### src/rtl/blk_xfer_pkg.sv
package blk_xfer_pkg;
  typedef enum logic [1:0] {
    MODE_INC_AFTER  = 2'd0,
    MODE_INC_BEFORE = 2'd1,
    MODE_DEC_AFTER  = 2'd2,
    MODE_DEC_BEFORE = 2'd3
  } xfer_mode_e;

  typedef enum logic [1:0] {
    ST_IDLE = 2'd0,
    ST_RUN  = 2'd1,
    ST_DONE = 2'd2
  } seq_state_e;
endpackage

### src/rtl/bxs_popcount.sv
module bxs_popcount #(
  parameter int unsigned VEC_W = 16,
  localparam int unsigned CNT_W = $clog2(VEC_W + 1)
) (
  input  logic [VEC_W-1:0] vec_i,
  output logic [CNT_W-1:0] cnt_o
);
  always_comb begin
    cnt_o = '0;
    for (int i = 0; i < VEC_W; i++) begin
      cnt_o = cnt_o + CNT_W'(vec_i[i]);
    end
  end
endmodule

### src/rtl/bxs_lowest_idx.sv
module bxs_lowest_idx #(
  parameter int unsigned VEC_W = 16,
  localparam int unsigned IDX_W = $clog2(VEC_W)
) (
  input  logic [VEC_W-1:0] vec_i,
  output logic [IDX_W-1:0] idx_o,
  output logic             any_o
);
  // scan downward so the last hit is the lowest set bit
  always_comb begin
    idx_o = '0;
    for (int i = VEC_W - 1; i >= 0; i--) begin
      if (vec_i[i]) idx_o = IDX_W'(i);
    end
    any_o = |vec_i;
  end
endmodule

### src/rtl/bxs_addr_gen.sv
module bxs_addr_gen
  import blk_xfer_pkg::*;
#(
  parameter int unsigned ADDR_W     = 32,
  parameter int unsigned CNT_W      = 5,
  parameter int unsigned WORD_BYTES = 4
) (
  input  logic [ADDR_W-1:0] base_i,
  input  logic [CNT_W-1:0]  cnt_i,
  input  logic [1:0]        mode_i,
  output logic [ADDR_W-1:0] first_addr_o,
  output logic [ADDR_W-1:0] wb_base_o
);
  localparam logic [ADDR_W-1:0] STEP = ADDR_W'(WORD_BYTES);

  logic [ADDR_W-1:0] span;
  logic [ADDR_W-1:0] low_end;
  xfer_mode_e        mode;

  assign mode = xfer_mode_e'(mode_i);
  assign span = ADDR_W'(cnt_i) * STEP;
  assign low_end = base_i - span;

  always_comb begin
    unique case (mode)
      MODE_INC_AFTER:  first_addr_o = base_i;
      MODE_INC_BEFORE: first_addr_o = base_i + STEP;
      MODE_DEC_AFTER:  first_addr_o = low_end + STEP;
      default:         first_addr_o = low_end;
    endcase
  end

  assign wb_base_o = mode_i[1] ? low_end : base_i + span;
endmodule

### src/rtl/blk_xfer_seq.sv
module blk_xfer_seq
  import blk_xfer_pkg::*;
#(
  parameter int unsigned ADDR_W     = 32,
  parameter int unsigned LIST_W     = 16,
  parameter int unsigned WORD_BYTES = 4,
  localparam int unsigned IDX_W     = $clog2(LIST_W),
  localparam int unsigned CNT_W     = $clog2(LIST_W + 1)
) (
  input  logic              clk_i,
  input  logic              rst_ni,
  input  logic              start_i,
  input  logic [ADDR_W-1:0] base_i,
  input  logic [LIST_W-1:0] reg_list_i,
  input  logic [1:0]        mode_i,
  input  logic              wb_en_i,
  input  logic              mem_ready_i,
  output logic              req_o,
  output logic [IDX_W-1:0]  reg_idx_o,
  output logic [ADDR_W-1:0] addr_o,
  output logic              done_o,
  output logic              wb_valid_o,
  output logic [ADDR_W-1:0] wb_base_o,
  output logic              busy_o
);
  localparam logic [ADDR_W-1:0] STEP = ADDR_W'(WORD_BYTES);

  seq_state_e        state_q;
  logic [LIST_W-1:0] pending_q;
  logic [LIST_W-1:0] pending_rest;
  logic [ADDR_W-1:0] addr_q;
  logic [ADDR_W-1:0] wb_base_q;
  logic              wb_en_q;
  logic [CNT_W-1:0]  sel_cnt;
  logic [ADDR_W-1:0] first_addr;
  logic [ADDR_W-1:0] wb_calc;
  logic              pend_any;
  logic              accept;
  logic              advance;

  bxs_popcount #(.VEC_W(LIST_W)) u_cnt (
    .vec_i (reg_list_i),
    .cnt_o (sel_cnt)
  );

  bxs_addr_gen #(
    .ADDR_W     (ADDR_W),
    .CNT_W      (CNT_W),
    .WORD_BYTES (WORD_BYTES)
  ) u_addr (
    .base_i       (base_i),
    .cnt_i        (sel_cnt),
    .mode_i       (mode_i),
    .first_addr_o (first_addr),
    .wb_base_o    (wb_calc)
  );

  bxs_lowest_idx #(.VEC_W(LIST_W)) u_pick (
    .vec_i (pending_q),
    .idx_o (reg_idx_o),
    .any_o (pend_any)
  );

  assign accept       = start_i && (state_q == ST_IDLE);
  assign advance      = (state_q == ST_RUN) && mem_ready_i;
  assign pending_rest = pending_q & (pending_q - LIST_W'(1));  // drop lowest set bit

  always_ff @(posedge clk_i or negedge rst_ni) begin
    if (!rst_ni) begin
      state_q   <= ST_IDLE;
      pending_q <= '0;
      addr_q    <= '0;
      wb_base_q <= '0;
      wb_en_q   <= 1'b0;
    end else begin
      unique case (state_q)
        ST_IDLE: if (accept) begin
          pending_q <= reg_list_i;
          addr_q    <= first_addr;
          wb_base_q <= wb_calc;
          wb_en_q   <= wb_en_i;
          state_q   <= (reg_list_i == '0) ? ST_DONE : ST_RUN;
        end
        ST_RUN: if (advance) begin
          pending_q <= pending_rest;
          addr_q    <= addr_q + STEP;
          if (pending_rest == '0) state_q <= ST_DONE;
        end
        default: state_q <= ST_IDLE;
      endcase
    end
  end

  assign req_o      = (state_q == ST_RUN);
  assign addr_o     = addr_q;
  assign done_o     = (state_q == ST_DONE);
  assign wb_valid_o = done_o && wb_en_q;
  assign wb_base_o  = wb_base_q;
  assign busy_o     = (state_q != ST_IDLE);

  assert_hold_on_stall_R4: assert property (@(posedge clk_i) disable iff (!rst_ni)
    req_o && !mem_ready_i |=> req_o && $stable(addr_o) && $stable(reg_idx_o));

  assert_addr_step_R3: assert property (@(posedge clk_i) disable iff (!rst_ni)
    req_o && mem_ready_i |=> !req_o || (addr_o == $past(addr_o) + STEP));

  assert_idx_ascends_R3: assert property (@(posedge clk_i) disable iff (!rst_ni)
    req_o && mem_ready_i |=> !req_o || (reg_idx_o > $past(reg_idx_o)));

  assert_req_has_reg_R3: assert property (@(posedge clk_i) disable iff (!rst_ni)
    req_o |-> pend_any);

  assert_done_pulse_R5: assert property (@(posedge clk_i) disable iff (!rst_ni)
    done_o |=> !done_o && !busy_o);

  assert_done_excl_req_R5: assert property (@(posedge clk_i) disable iff (!rst_ni)
    !(done_o && req_o));

  assert_empty_done_R7: assert property (@(posedge clk_i) disable iff (!rst_ni)
    start_i && !busy_o && (reg_list_i == '0) |=> done_o && !req_o);

  assert_busy_start_ignored_R8: assert property (@(posedge clk_i) disable iff (!rst_ni)
    start_i && req_o && !mem_ready_i |=> $stable(addr_o) && $stable(wb_base_o));
endmodule

### config.mk
export PLATFORM = sky130hd
export DESIGN_NAME = blk_xfer_seq
export DESIGN_NICKNAME = d
export VERILOG_FILES = /design/src/rtl/blk_xfer_pkg.sv /design/src/rtl/bxs_popcount.sv /design/src/rtl/bxs_lowest_idx.sv /design/src/rtl/bxs_addr_gen.sv /design/src/rtl/blk_xfer_seq.sv
export SDC_FILE = /design/constraint.sdc
export NUM_CORES = 1
export LEC_CHECK = 0
export ABC_AREA = 1
export BUFFER_PORTS_ARGS = -buffer_cell sky130_fd_sc_hd__buf_2
export CELL_PAD_IN_SITES_DETAIL_PLACEMENT = 0
export CELL_PAD_IN_SITES_GLOBAL_PLACEMENT = 1
export CORE_ASPECT_RATIO = 1.2
export CORE_MARGIN = 2
export CORE_UTILIZATION = 37
export DETAILED_ROUTE_END_ITERATION = 8
export GPL_TIMING_DRIVEN = 0
export MAX_ROUTING_LAYER = met4
export PLACE_DENSITY_LB_ADDON = 0.1
export SYNTH_ARGS = -nofsm -noshare
export SYNTH_HDL_FRONTEND = slang
export SYNTH_SLANG_ARGS = --single-unit
export TNS_END_PERCENT = 1
### constraint.sdc
create_clock -name clk_i -period 2.4 [get_ports clk_i]
set_clock_uncertainty 0.1 [all_clocks]
set_input_delay 0.12 -clock clk_i [delete_from_list [all_inputs] [get_ports clk_i]]
set_output_delay 0.12 -clock clk_i [all_outputs]
set_load 0.02 [all_outputs]
# After elaboration in Yosys (flattened, before gate mapping)
# Index checks and enable logic that the tools add are counted.
# totals
register_bits	83
in_bits	55
# classes
add_sub_neg	21
muxes	29
bitwise	1
reduce_logical	12
n_eq_ne	7
# op_table
operator	n
adder 32 x 3 -> 32 bit (second input constant)	3
2-to-1 mux 32 bit	3
one-hot mux 32 bit (3 select lines)	1
adder 5 x 1 -> 5 bit	14
2-to-1 mux 4 bit	16
one-hot mux 32 bit (2 select lines)	1
adder 32 x 7 -> 32 bit	1
logical NOT 16 bit	2
2-to-1 mux 16 bit	2
one-hot mux 16 bit (2 select lines)	1
subtractor 32 x 7 -> 32 bit	1
bitwise AND 16 bit	1
subtractor 16 x 1 -> 16 bit (second input constant)	1
2-to-1 mux 2 bit	4
AND reduction 3 bit	2
equality test 2 x 1 -> 1 bit (second input constant)	2
equality test 2 bit (second input constant)	2
logical NOT 2 bit	2
!= test 2 x 1 -> 1 bit (second input constant)	2
one-hot mux 2 bit (2 select lines)	1
nonzero test 2 bit	2
logical AND 1 bit	3
adder 1 x 1 -> 2 bit	1
!= test 2 bit (second input constant)	1
AND reduction 2 bit	1

# Logic depth before layout (Yosys ltp)
# Gate-level depths: netlist of run 1.
# logic_depth
word_depth	20
mapped_depth	38
mapped_depth_nobuf	37

# By module
# From an unflattened synthesis of run 1, not the netlist that was laid out.
# hier_totals
hier_cells	1570
hier_area_um2	10169.8
# by_module_without_submodules
module	seq_area_each_um2	cells_per_inst	area_each_um2	instances
blk_xfer_seq	2077.0	576	4789.6	1
bxs_addr_gen	0.0	889	4742.0	1
bxs_popcount	0.0	56	429.2	1
bxs_lowest_idx	0.0	49	209.0	1

# Least setup slack after synthesis of run 1
# Ideal clock, no wire load.
# synth_path
path_type	input -> register
start	input port reg_list_i[0]
end	register addr_q[26] (netlist: addr_o[26])
required_time_ps	2227
path_stages	27
slack_ps	-3230
setup_ps	73
arrival_time_ps	5457
cell_sequence	inv_1 -> ha_1 -> inv_1 -> fa_1 -> fa_1 -> fa_1 -> fa_1 -> fa_1 -> fa_1 -> inv_1 -> fa_1 -> o21ai_1 -> ha_1 -> inv_1 -> a21oi_1 -> nand3_1 -> nor2_2 -> nand3_2 -> nor2_2 -> nand3_1 -> nor2_4 -> nand2_1 -> nand2_1 -> nand3_1 -> nand2_1 -> nand2_1 -> a21oi_2
# synth_via
elab_chain_len	20
# synth_rtl
element	line	source
from (decl)	blk_xfer_seq.sv:14	input logic [LIST_W-1:0] reg_list_i,
adder 1 x 1 -> 2 bit (*)	bxs_popcount.sv:11	cnt_o = cnt_o + CNT_W'(vec_i[i]);
adder 5 x 1 -> 5 bit (*) (14 in series)	bxs_popcount.sv:11	
subtractor 32 x 7 -> 32 bit (*)	bxs_addr_gen.sv:22	assign low_end = base_i - span;
adder 32 x 3 -> 32 bit	bxs_addr_gen.sv:28	MODE_DEC_AFTER: first_addr_o = low_end + STEP;
one-hot mux 32 bit (3 select lines) (*)	bxs_addr_gen.sv:25	unique case (mode)
2-to-1 mux 32 bit (*)	blk_xfer_seq.sv:77	ST_IDLE: if (accept) begin
one-hot mux 32 bit (2 select lines) (*)	blk_xfer_seq.sv:76	unique case (state_q)
to (signal assigned)	blk_xfer_seq.sv:79	addr_q <= first_addr;
to (signal assigned)	blk_xfer_seq.sv:86	addr_q <= addr_q + STEP;
to (decl)	blk_xfer_seq.sv:31	logic [ADDR_W-1:0] addr_q;
# Every way passes the cells marked *; elsewhere a longest branch is shown, timed or not. The select of a mux whose other input is x is not followed.
# A chain may end at the register's enable or synchronous reset.

# Worst setup path in the final report of run 1
# Ends and elaborated chain as after synthesis.

==> results of run 1 <==
-- power by group through the flow --
stage / clock (W) / combinational [W] / sequential, W
global route: 0.00157 / 0.0103 / 0.00290
floorplan: 0 / 0.00491 / 0.00332
CTS: 0.00153 / 0.00882 / 0.00278
finish: 0.00150 / 0.00937 / 0.00279
global placement: 0 / 0.00796 / 0.00279
detailed placement: 0 / 0.00800 / 0.00279
-- cell families (layout without fill, tap and decap cells) --
kind of cell	Yosys count	after routing	synth area share, %
AOI/OAI and AO/OA	282	282	17.3
xor gates and xnor gates	29	29	2.76
adders and majority gates	34	34	5.60
buffers and inverters	249	424	10.7
DFF	83	83	22.5
and+or+nand+nor	831	831	41.1
-- worst max-delay path: cells and delay by family --
kind | cells | cell delay [ns]
adder cells (fa/ha/maj) | 8 | 3.53
AND/OR/NAND/NOR | 14 | 1.59
buffers and inverters | 5 | 0.27
AO/OA/AOI/OAI | 2 | 0.29
-- area by class of cell --
| cell class | instances | area, sq um |
|---|---|---|
| buffer | 64 | 298 |
| clock buffer | 10 | 239 |
| clock inverter | 6 | 65.1 |
| fill | 2745 | 13100 |
| inverter | 185 | 711 |
| multi-input combinational | 1176 | 6760 |
| sequential | 83 | 2080 |
| tap | 325 | 407 |
| timing repair buffer | 159 | 981 |
-- metrics by stage --
stage,TNS [ns],total power [W],util (%),hold WS [ns],cells
global placement,-211.81,0.0108,41.5,0.226,1945
CTS,-174.47,0.0131,45.4,0.0102,1993
finish,-166.94,0.0137,46.9,0.0133,2008
floorplan,-160.37,0.00823,-,-0.276,1508
global route,-184.74,0.0148,46.9,0.0445,2008
detailed placement,-215.23,0.0108,41.6,0.0474,1946
-- cell usage in the layout, fill, tap and decap left out, types with 20 or more instances in the layout --
cell type and count:
dfrtp_1 83, o211ai_1 20, nor2_4 26, nand2_2 48
a31oi_1 24, nand3_1 108, nor2_1 137, o21ai_1 23
nand4_1 32, nor2_2 31, inv_1 167, buf_4 41
buf_2 123, a21oi_1 104, xor2_1 26, nand2_1 359
clkbuf_1 40, o21ai_0 65
-- flip-flops by register name, summed over array words and instances (netlist names) --
name	flops
addr_o	32
wb_base_o	32
state_q	2
wb_en_q	1
pending_q	16
-- repair_timing --
action                     4_1_cts  5_1_grt
pin swaps                       45       47
buffers inserted                25       15
setup endpoints to repair       84       83
gates resized for setup        123       68
hold buffers                     7        0
hold endpoints to repair        48        0
-- per-layer routing --
metal	vias to the layer above	global-route usage (%)
met1	5064	36.4
met5	-	-
met3	79	2.65
met4	0	12.3
li1	5298	-
met2	335	50.6
-- worst min-delay path by stage --
stage / from / end / slack, ns / cells after the start
after floorplan: rst_ni / addr_o[0] / -0.28 / 0
after global placement: wb_en_i / wb_en_q / 0.23 / 3
after detailed placement: rst_ni / pending_q[15] / 0.05 / 1
after CTS: start_i / state_q[0] / 0.01 / 4
after global routing: reg_list_i[2] / pending_q[2] / 0.04 / 3
final: reg_list_i[0] / pending_q[0] / 0.01 / 4
==> results.md, run 1 <==
- Outcome: complete, but fails checks
- Violated checks: negative setup slack
- First-pass DRT Iterations: 5
- Synth area leader: dfrtp_1
- Largest net degree at the start of global routing: 44
- Metal2 WL: 18.2 mm
- DRC: 0
- Sequential element share of the synthesized area: 22.5%
- Synth Instances: 1508
- # port buffers: around 110
- CTS Sinks: 83
- Fmax achieved: 178 MHz
- Drt wl/cell: 18.7 microns
- Post-Syn Area: between 0.009 and 0.01 sq mm
- GP Congestion: 0.942
- FF-to-FF path depth: 16
- Initial antenna violation count: 0
- Clk network pwr share: between 10% and 20%
- Number of global-route vias before repair: 10700
- Pre-CTS WS: -3.99 ns
- Number of diodes: 0
- Final Cycle Share: 234%
- Crit path DAT: 5.82 ns
- Nets@finish: 1767
- Startpoint types: input pin
- Slew margin rel.: between 40% and 50%
- Met3 wire length: 1.61 mm
- Peak supply drop: around 0.57 mV
- Crit-path slowest cell: fa_2
- Remaining Overflow, GRT: 0
- Sw Pwr: 0.00742 W
- Post-synth cell types: 53
- Starting density of the core: 37.5%
- H-tree depth: 3
- Routed wire length: 37.6 mm
- CTS max path bufs: 2
- Pleak: 5.38 nW
- Total GRT Usage: approximately 30%
- Combinational share of power: approximately two thirds
- CP required: 2.60 ns
- Critical-path maximum fanout: 6
- Row cnt: 63
- Top-Level Pins: ~130
- Die W: 148 microns
- Ys Warns: 0
- CTS buffer count: 9
- R2R Setup Slk: -0.50 ns
- Worst-Skew Late Latency: 0.37 ns
- Die area: 0.0262 sq mm
- Fin. Hold Viols: 0
- Setup WS post-layout: -3.22 ns
- Initial DRC count: roughly 640
- Post-synth EDFFs: 0
- Critical path origin: reg_list_i[0]
- Pint: between 0.006 and 0.007 W
- Area growth syn-to-layout: 25.2%
- Reg2Reg Launch Point: addr_o[2]
- Endpoints failing setup: 76
- Top cell type's share of synthesized area: 22.5%
- First-pass GRT wire length: 58.6 mm
- Worst min-delay path category: input pin to register
- Crit path capture type: register
- Syn Area/Cell: 6.11 sq um
- Sequential power share: approximately 21%
- Synth Register Bits: 83
- Placed inst area: 0.0102 sq mm
- Top cells by area, synth: dfrtp_1 (23%), nand2_1 (16%), inv_1 (7.2%), nand3_1 (6.7%), nor2_1 (6.7%)
- Layout Cell Area excl Fill: 0.0115 sq mm
- Max_cap viols: 0
- Most common cell in the netlist: nand2_1
- Share of post-route cells with drive strength above 1: between 20% and 30%
- PwrDens: 1180 mW/mm^2
- Async SR Flop Fraction: 100%
- Chip height: 177 microns
- Max stage delay on crit path: approximately 0.62 ns
- Max-slew violation count: 0
- Core Box Area: 0.0246 sq mm
- Via density per instance: 5.37
- Synth top cells by count: nand2_1 (403), inv_1 (176), nor2_1 (164)
- End of the worst register-to-register path: addr_o[28]
- Clock root cell: clkbuf_16
- Switching power share of the total: 54.4%
- Setup CP Type: input pin to register
- DP HPWL: about 30 mm
- Slew @ Worst Pin: 0.861 ns
- Worst setup path end: addr_o[26]
- Clk pin slew, worst setup/hold paths: 0.07 ns
- Detailed-route via count: ~11000
- Period minus WS final: 5.62 ns
- ANT nets after route: 0
- M1 wire length: 16.2 mm
- RSZ-0062 raised after global routing: yes
- Syn Nets: 1597
- CTS tree: built
- Highest routed layer: met4
- Top FF cell, synth: dfrtp_1
(Power assumes the default switching activity.)
==> run 2: changes to the inputs <==
--- a/config.mk
+++ b/config.mk
@@ -11,12 +11,13 @@
 export CELL_PAD_IN_SITES_GLOBAL_PLACEMENT = 1
 export CORE_ASPECT_RATIO = 1.2
 export CORE_MARGIN = 2
-export CORE_UTILIZATION = 37
+export CORE_UTILIZATION = 38
 export DETAILED_ROUTE_END_ITERATION = 8
 export GPL_TIMING_DRIVEN = 0
 export MAX_ROUTING_LAYER = met4
 export PLACE_DENSITY_LB_ADDON = 0.1
 export SYNTH_ARGS = -nofsm -noshare
 export SYNTH_HDL_FRONTEND = slang
+export SYNTH_HIERARCHICAL = 1
 export SYNTH_SLANG_ARGS = --single-unit
 export TNS_END_PERCENT = 1
==> run 2 against run 1 <==
The run still ends with negative setup slack left. Power increased by 3.7%. Sequential power increased by 4%. Highest routed layer unchanged. Non-clock buffer count decreased by 13. Final area increased by 6.0%. Utilization decreased by 0.34 points. Global-route usage decreased by 0.69 points. Flip-flop and latch count unchanged. Final cell count increased by 2.7%. Largest cell class unchanged.
==> results.md, run 2 <==
- Most common cell after layout, fill and taps aside: nand2_1 (unchanged)
- Power Total: 0.0142 W (was 0.0137 W)
- Min-delay src: reg_list_i[7] (was reg_list_i[0])
- Total GRT Usage: 29.1% (was 29.8%)
- Slew @ Worst Pin: 0.678 ns (was 0.861 ns)
- Top-Level Pins: 127 (unchanged)
- CTS Sinks: 83 (unchanged)
- Chip height: 183 microns (was 177 microns)
- Outcome: complete, but fails checks (unchanged)
- Post-Syn Area: 0.0102 sq mm (was 0.00921 sq mm)
- GRT Max-Usage Layer: met2 (unchanged)
- Core Box Area: 0.0263 sq mm (was 0.0246 sq mm)
- Period minus WS final: 5.43 ns (was 5.62 ns)
- Violated checks: negative setup slack (unchanged)
- RSZ-0062 raised after global routing: yes (unchanged)
- Endpoints failing setup: 60 (was 76)
- Fmax achieved: 184 MHz (was 178 MHz)
- CTS buffer count: 9 (unchanged)
- # port buffers: 109 (was 112)
- Pleak: 5.73 nW (was 5.38 nW)
- Clock root cell: clkbuf_16 (unchanged)
- Met3 Track Usage GR: 2.27% (was 2.65%)
- FF-to-FF path depth: 7 (was 16)
- GP Congestion: 0.946 (was 0.942)
- R2R Setup Slk: 0.12 ns (was -0.50 ns)
- Setup CP Type: input pin to register (unchanged)
- Number of global-route vias before repair: 11000 (was 10700)
- CP required: 2.63 ns (was 2.60 ns)
- Starting density of the core: 38.7% (was 37.5%)
- DP HPWL: 31.9 mm (was 30.0 mm)
- Initial antenna violation count: 0 (unchanged)
- Setup WS post-layout: -3.03 ns (was -3.22 ns)
- Crit path DAT: 5.66 ns (was 5.82 ns)
- Reg2Reg Launch Point: state_q[1] (was addr_o[2])
- Fin. Hold Viols: 0 (unchanged)
- Clk pin slew, worst setup/hold paths: 0.08 ns (was 0.07 ns)
- Peak supply drop: 0.703 mV (was 0.568 mV)
- PwrDens: 1160 mW/mm^2 (was 1180 mW/mm^2)
- Depth of the worst hold-timing path: 3 (was 4)
- CP delay by family, top: adder cells (unchanged)
- First-pass DRT Iterations: 6 (was 5)
- GR Util met1: 35.2% (was 36.4%)
- Remaining Overflow, GRT: 0 (unchanged)
- Largest net degree at the start of global routing: 45 (was 44)
- Drt wl/cell: 19.0 microns (was 18.7 microns)
- Most frequent cells in the layout: nand2_1 (384), inv_1 (142), nor2_1 (141) (was nand2_1 (359), inv_1 (167), nor2_1 (137))
- Share of post-route cells with drive strength above 1: 29.5% (was 23.5%)
- Startpoint types: input pin (unchanged)
- ANT nets after route: 0 (unchanged)
- WHS Endpoint: pending_q[7] (was pending_q[0])
- Via density per instance: 5.33 (was 5.37)
- Synth Instances: 1568 (was 1508)
- End of the worst register-to-register path: pending_q[0] (was addr_o[28])
- Max_cap viols: 0 (unchanged)
- Worst path bufs/invs: 7 (was 5)
- Crit-path slowest cell: fa_1 (was fa_2)
- Crit path capture type: register (unchanged)
- Worst min-delay path category: input pin to register (unchanged)
- Number of diodes: 0 (unchanged)
- First-pass GRT wire length: 61.5 mm (was 58.6 mm)
- Critical-path maximum fanout: 5 (was 6)
- DRC: 0 (unchanged)
- Syn Nets: 1655 (was 1597)
- CTS tree: built (unchanged)
- Area growth syn-to-layout: 20.4% (was 25.2%)
- Slew margin rel.: 54.8% (was 42.6%)
- Routed wire length: 39.2 mm (was 37.6 mm)
- Nets@finish: 1809 (was 1767)
- Max-slew violation count: 0 (unchanged)
- Initial DRC count: 663 (was 636)
- Syn Area/Cell: 6.48 sq um (was 6.11 sq um)
- Detailed-route via count: 11000 (was 10800)
- CTS max path bufs: 2 (unchanged)
- DP Cell Count: 2013 (was 1946)
- Max stage delay on crit path: 0.53 ns (was 0.62 ns)
- Row cnt: 65 (was 63)
- Final Cycle Share: 226% (was 234%)
- H-tree depth: 3 (unchanged)
- Worst-Skew Late Latency: 0.38 ns (was 0.37 ns)
- Post-route insts no fill: 2062 (was 2008)
- Die area: 0.0281 sq mm (was 0.0262 sq mm)
- Ys Warns: 6 (was 0)
- Die W: 153 microns (was 148 microns)
- Grt met2 use: 50.1% (was 50.6%)
-- run 2: layout make-up --
cell class | instances | area, sq um
Inverter | 186 | 706
Clock inverter | 7 | 56.3
Multi-Input combinational cell | 1232 | 7450
Clock buffer | 9 | 225
Fill cell | 2861 | 14000
Timing Repair Buffer | 143 | 892
Buffer | 67 | 404
Sequential cell | 83 | 2080
Tap cell | 335 | 419
-- run 2: layer usage --
layer	vias to the layer above	wire length [microns]
li1	5446	-
met1	5136	16900
met2	339	19400
met3	61	1540
met4	0	1350
met5	-	0
-- run 2: where the power goes --
| part | switching (W) | internal, W | total [W] |
|---|---|---|---|
| sequential | 0.000777 | 0.00212 | 0.00290 |
| combinational | 0.00627 | 0.00358 | 0.00986 |
| clock | 0.000694 | 0.000717 | 0.00141 |
-- run 2: what timing repair did --
item	4_1_cts	5_1_grt
hold endpoints to repair	50	0
resized for setup	110	31
hold buffers	11	0
pin swaps	49	14
setup buffers	22	0
setup endpoints to repair	60	61
-- run 2: how the worst max path moves through the flow --
stage / startpoint / endpoint / cells after the start
final: reg_list_i[5] / addr_o[20] / 29
after global routing: reg_list_i[15] / addr_o[20] / 29
after CTS: reg_list_i[15] / addr_o[20] / 29
after detailed placement: reg_list_i[0] / addr_o[24] / 31
after global placement: reg_list_i[0] / addr_o[24] / 31
after floorplan: reg_list_i[0] / addr_o[24] / 28
-- run 2: worst min-delay path: stages --
cell and delay (ns):
buf_2 0.12, o21ai_0 0.09, o22ai_1 0.12
-- run 2: stage by stage --
step	hold slack, ns	utilization [%]	setup WS [ns]	cell area (sq um)	setup TNS, ns
final	0.0232	46.6	-3.03	12200	-148.99
after global routing	0.0513	46.6	-3.30	12200	-162.24
after CTS	0.0167	46.1	-3.09	12100	-152.44
after detailed placement	0.0448	42.5	-3.95	11200	-197.07
after global placement	0.253	42.4	-3.93	11100	-195.21
after floorplan	-0.276	-	-3.01	10200	-148.81
==> run 3: changes to the inputs <==
--- a/config.mk
+++ b/config.mk
@@ -9,7 +9,6 @@
 export BUFFER_PORTS_ARGS = -buffer_cell sky130_fd_sc_hd__buf_2
 export CELL_PAD_IN_SITES_DETAIL_PLACEMENT = 0
 export CELL_PAD_IN_SITES_GLOBAL_PLACEMENT = 1
-export CORE_ASPECT_RATIO = 1.2
 export CORE_MARGIN = 2
 export CORE_UTILIZATION = 38
 export DETAILED_ROUTE_END_ITERATION = 8
==> run 3 against run 2 <==
Die area hardly changed. Utilization is 1.3 points higher. Register-to-register slack worse by 0.05 ns. The run ends with design-rule violations, negative hold slack, negative setup slack left. Sequential power hardly changed. Maximum frequency is 1.4% higher. Setup slack better by 0.075 ns. First-iteration DRC count is 57% higher.
==> results.md, run 3 (synthesis gave the netlist of run 2 again) <==
- Outcome: complete, but fails checks (unchanged)
- Violated checks: design-rule violations, negative hold slack, negative setup slack (was negative setup slack)
- PwrDens: 1160 mW/mm^2 (about the same)
- First-pass GRT wire length: 61.8 mm (was 61.5 mm)
- FF-to-FF path depth: 7 (unchanged)
- Placed inst area: 0.0112 sq mm (unchanged)
- Top-Level Pins: 127 (unchanged)
- Switching power share of the total: 54.5% (was 54.7%)
- Clk network pwr share: 9.9% (was 10.0%)
- Nets@finish: 1823 (was 1809)
- Worst-Skew Late Latency: 0.36 ns (was 0.38 ns)
- Power Total: 0.0145 W (was 0.0142 W)
- Crit-path slowest cell: fa_1 (unchanged)
- Largest net degree at the start of global routing: 53 (was 45)
- Most common cell after layout, fill and taps aside: nand2_1 (unchanged)
- Worst path bufs/invs: 7 (unchanged)
- # port buffers: 109 (unchanged)
- CTS Sinks: 83 (unchanged)
- Die area: 0.0281 sq mm (about the same)
- Most frequent cells in the layout: nand2_1 (376), inv_1 (141), nor2_1 (135) (was nand2_1 (384), inv_1 (142), nor2_1 (141))
- WHS Endpoint: pending_q[7] (unchanged)
- Fmax achieved: 187 MHz (was 184 MHz)
- H-tree depth: 3 (unchanged)
- Area growth syn-to-layout: 23.0% (was 20.4%)
- Detailed-route via count: 11300 (was 11000)
- Total GRT Usage: 29.2% (was 29.1%)
- Critical-path maximum fanout: 3 (was 5)
- First-pass DRT Iterations: 7 (was 6)
- Number of diodes: 0 (unchanged)
- Crit path DAT: 5.51 ns (was 5.66 ns)
- Max-slew violation count: 0 (unchanged)
- Fin. Hold Viols: 1 (was 0)
- GP Congestion: 0.905 (was 0.946)
- Initial antenna violation count: 0 (unchanged)
- DRC: 11 (was 0)
- CP delay by family, top: adder cells (unchanged)
- Min Hold Slack: -0.00135 ns (was 0.0232 ns)
- ANT nets after route: 0 (unchanged)
- CTS tree: built (unchanged)
- Slew margin rel.: 50.5% (was 54.8%)
- Slew @ Worst Pin: 0.743 ns (was 0.678 ns)
- Chip height: 168 microns (was 183 microns)
- Number of global-route vias before repair: 10900 (was 11000)
- Max stage delay on crit path: 0.54 ns (was 0.53 ns)
- Remaining Overflow, GRT: 0 (unchanged)
- Clock root cell: clkbuf_16 (unchanged)
- Pint: 0.00658 W (was 0.00642 W)
- Pleak: 5.85 nW (was 5.73 nW)
- Sequential power share: 20.0% (was 20.5%)
- Final Cycle Share: 223% (was 226%)
- Min-delay src: reg_list_i[7] (unchanged)
- CP required: 2.55 ns (was 2.63 ns)
- Core Box Area: 0.0261 sq mm (was 0.0263 sq mm)
- Layout Cell Area excl Fill: 0.0125 sq mm (was 0.0122 sq mm)
- End of the worst register-to-register path: pending_q[0] (unchanged)
- Setup WS post-layout: -2.96 ns (was -3.03 ns)
- Period minus WS final: 5.36 ns (was 5.43 ns)
- Fill cells: 2838 (was 2861)
- Clk pin slew, worst setup/hold paths: 0.08 ns (about the same)
- Peak supply drop: 0.503 mV (was 0.703 mV)
- Die W: 168 microns (was 153 microns)
- Initial DRC count: 1038 (was 663)
- Depth of the worst hold-timing path: 3 (unchanged)
- Share of post-route cells with drive strength above 1: 31.6% (was 29.5%)
- Worst min-delay path category: input pin to register (unchanged)
- Startpoint types: input pin (unchanged)
- CTS buffer count: 9 (unchanged)
- Row cnt: 59 (was 65)
- Setup CP Type: input pin to register (unchanged)
- Routed wire length: 39.6 mm (was 39.2 mm)
- Starting density of the core: 38.9% (was 38.7%)
- RSZ-0062 raised after global routing: yes (unchanged)
- DP HPWL: 31.6 mm (was 31.9 mm)
- Via density per instance: 5.42 (was 5.33)
- Drt wl/cell: 19.1 microns (was 19.0 microns)
- Max_cap viols: 0 (unchanged)
- Endpoints failing setup: 60 (unchanged)
- Combinational share of power: 70.1% (was 69.6%)
- Reg2Reg Launch Point: state_q[1] (unchanged)
- Crit path capture type: register (unchanged)
- R2R Setup Slk: 0.07 ns (was 0.12 ns)
- Sw Pwr: 0.00790 W (was 0.00774 W)
- CTS max path bufs: 2 (unchanged)
==> run 3: changes by cell type in the layout (fill, tap and decap cells not counted), moves of 3 or more <==
cell,previous run,this run
buf_4,35,53
nand2_1,384,376
nor2_1,141,135
nand2_4,17,22
nor2_4,33,37
dlygate4sd3_1,11,8
nand2_2,55,58
nand3_1,105,102
==> run 3: power groups by stage <==
| stage | Combinational (W) | Clock (W) | Sequential (W) |
|---|---|---|---|
| after floorplan | 0.00561 | 0 | 0.00341 |
| after global placement | 0.00871 | 0 | 0.00291 |
| after detailed placement | 0.00874 | 0 | 0.00293 |
| after CTS | 0.00978 | 0.00147 | 0.00291 |
| after global routing | 0.0111 | 0.00152 | 0.00303 |
| final | 0.0101 | 0.00143 | 0.00290 |
==> run 3: cell type report <==
type / instances / area [sq um] / area share [%]
multi-input cells: 1232 / 7610 / 60.9
flip-flops and latches: 83 / 2080 / 16.6
repair buffers: 157 / 990 / 7.92
inverters: 186 / 708 / 5.67
well taps: 335 / 419 / 3.35
plain buffers: 67 / 408 / 3.26
clock buffers: 9 / 225 / 1.80
clock inverters: 7 / 57.6 / 0.461
==> run 3: per-stage QoR <==
| step | setup WS, ns | setup TNS, ns | utilization (%) | hold WS [ns] | cells |
|---|---|---|---|---|---|
| after detailed placement | -3.79 | -192.64 | 42.7 | 0.00655 | 2013 |
| after CTS | -2.97 | -146.41 | 46.8 | 0.0130 | 2065 |
| after global routing | -3.18 | -156.52 | 47.8 | 0.0312 | 2076 |
| final | -2.96 | -145.53 | 47.8 | -0.00135 | 2076 |
| after global placement | -3.73 | -189.49 | 42.6 | 0.253 | 2012 |
| after floorplan | -3.01 | -148.81 | - | -0.276 | 1568 |
==> run 3: routing by layer <==
metal	part of all wire, %	track usage [%]
met5	0	-
met4	2.0	6.73
met3	6.2	3.50
met2	46	47.1
met1	46	39.2
==> run 3: worst min-delay path: stages <==
cell     delay (ns)
buf_6          0.08
o21ai_0        0.08
o22ai_1        0.12
==> run 3: worst max-delay path by stage <==
stage | slack [ns] | start | cells past startpoint | end
finish | -2.96 | reg_list_i[5] | 28 | addr_o[16]
global route | -3.18 | reg_list_i[15] | 33 | addr_o[30]
CTS | -2.97 | reg_list_i[15] | 31 | addr_o[30]
detailed placement | -3.79 | reg_list_i[0] | 31 | addr_o[24]
global placement | -3.73 | reg_list_i[0] | 33 | addr_o[29]
floorplan | -3.01 | reg_list_i[0] | 28 | addr_o[24]
==> run 3: what timing repair did <==
item,4_1_cts,5_1_grt
gates resized for setup,139,48
pin swaps,70,31
cloned,1,0
hold buffers,8,0
endpoints found under the setup margin,60,61
endpoints found under the hold margin,39,0
buffers inserted,27,11
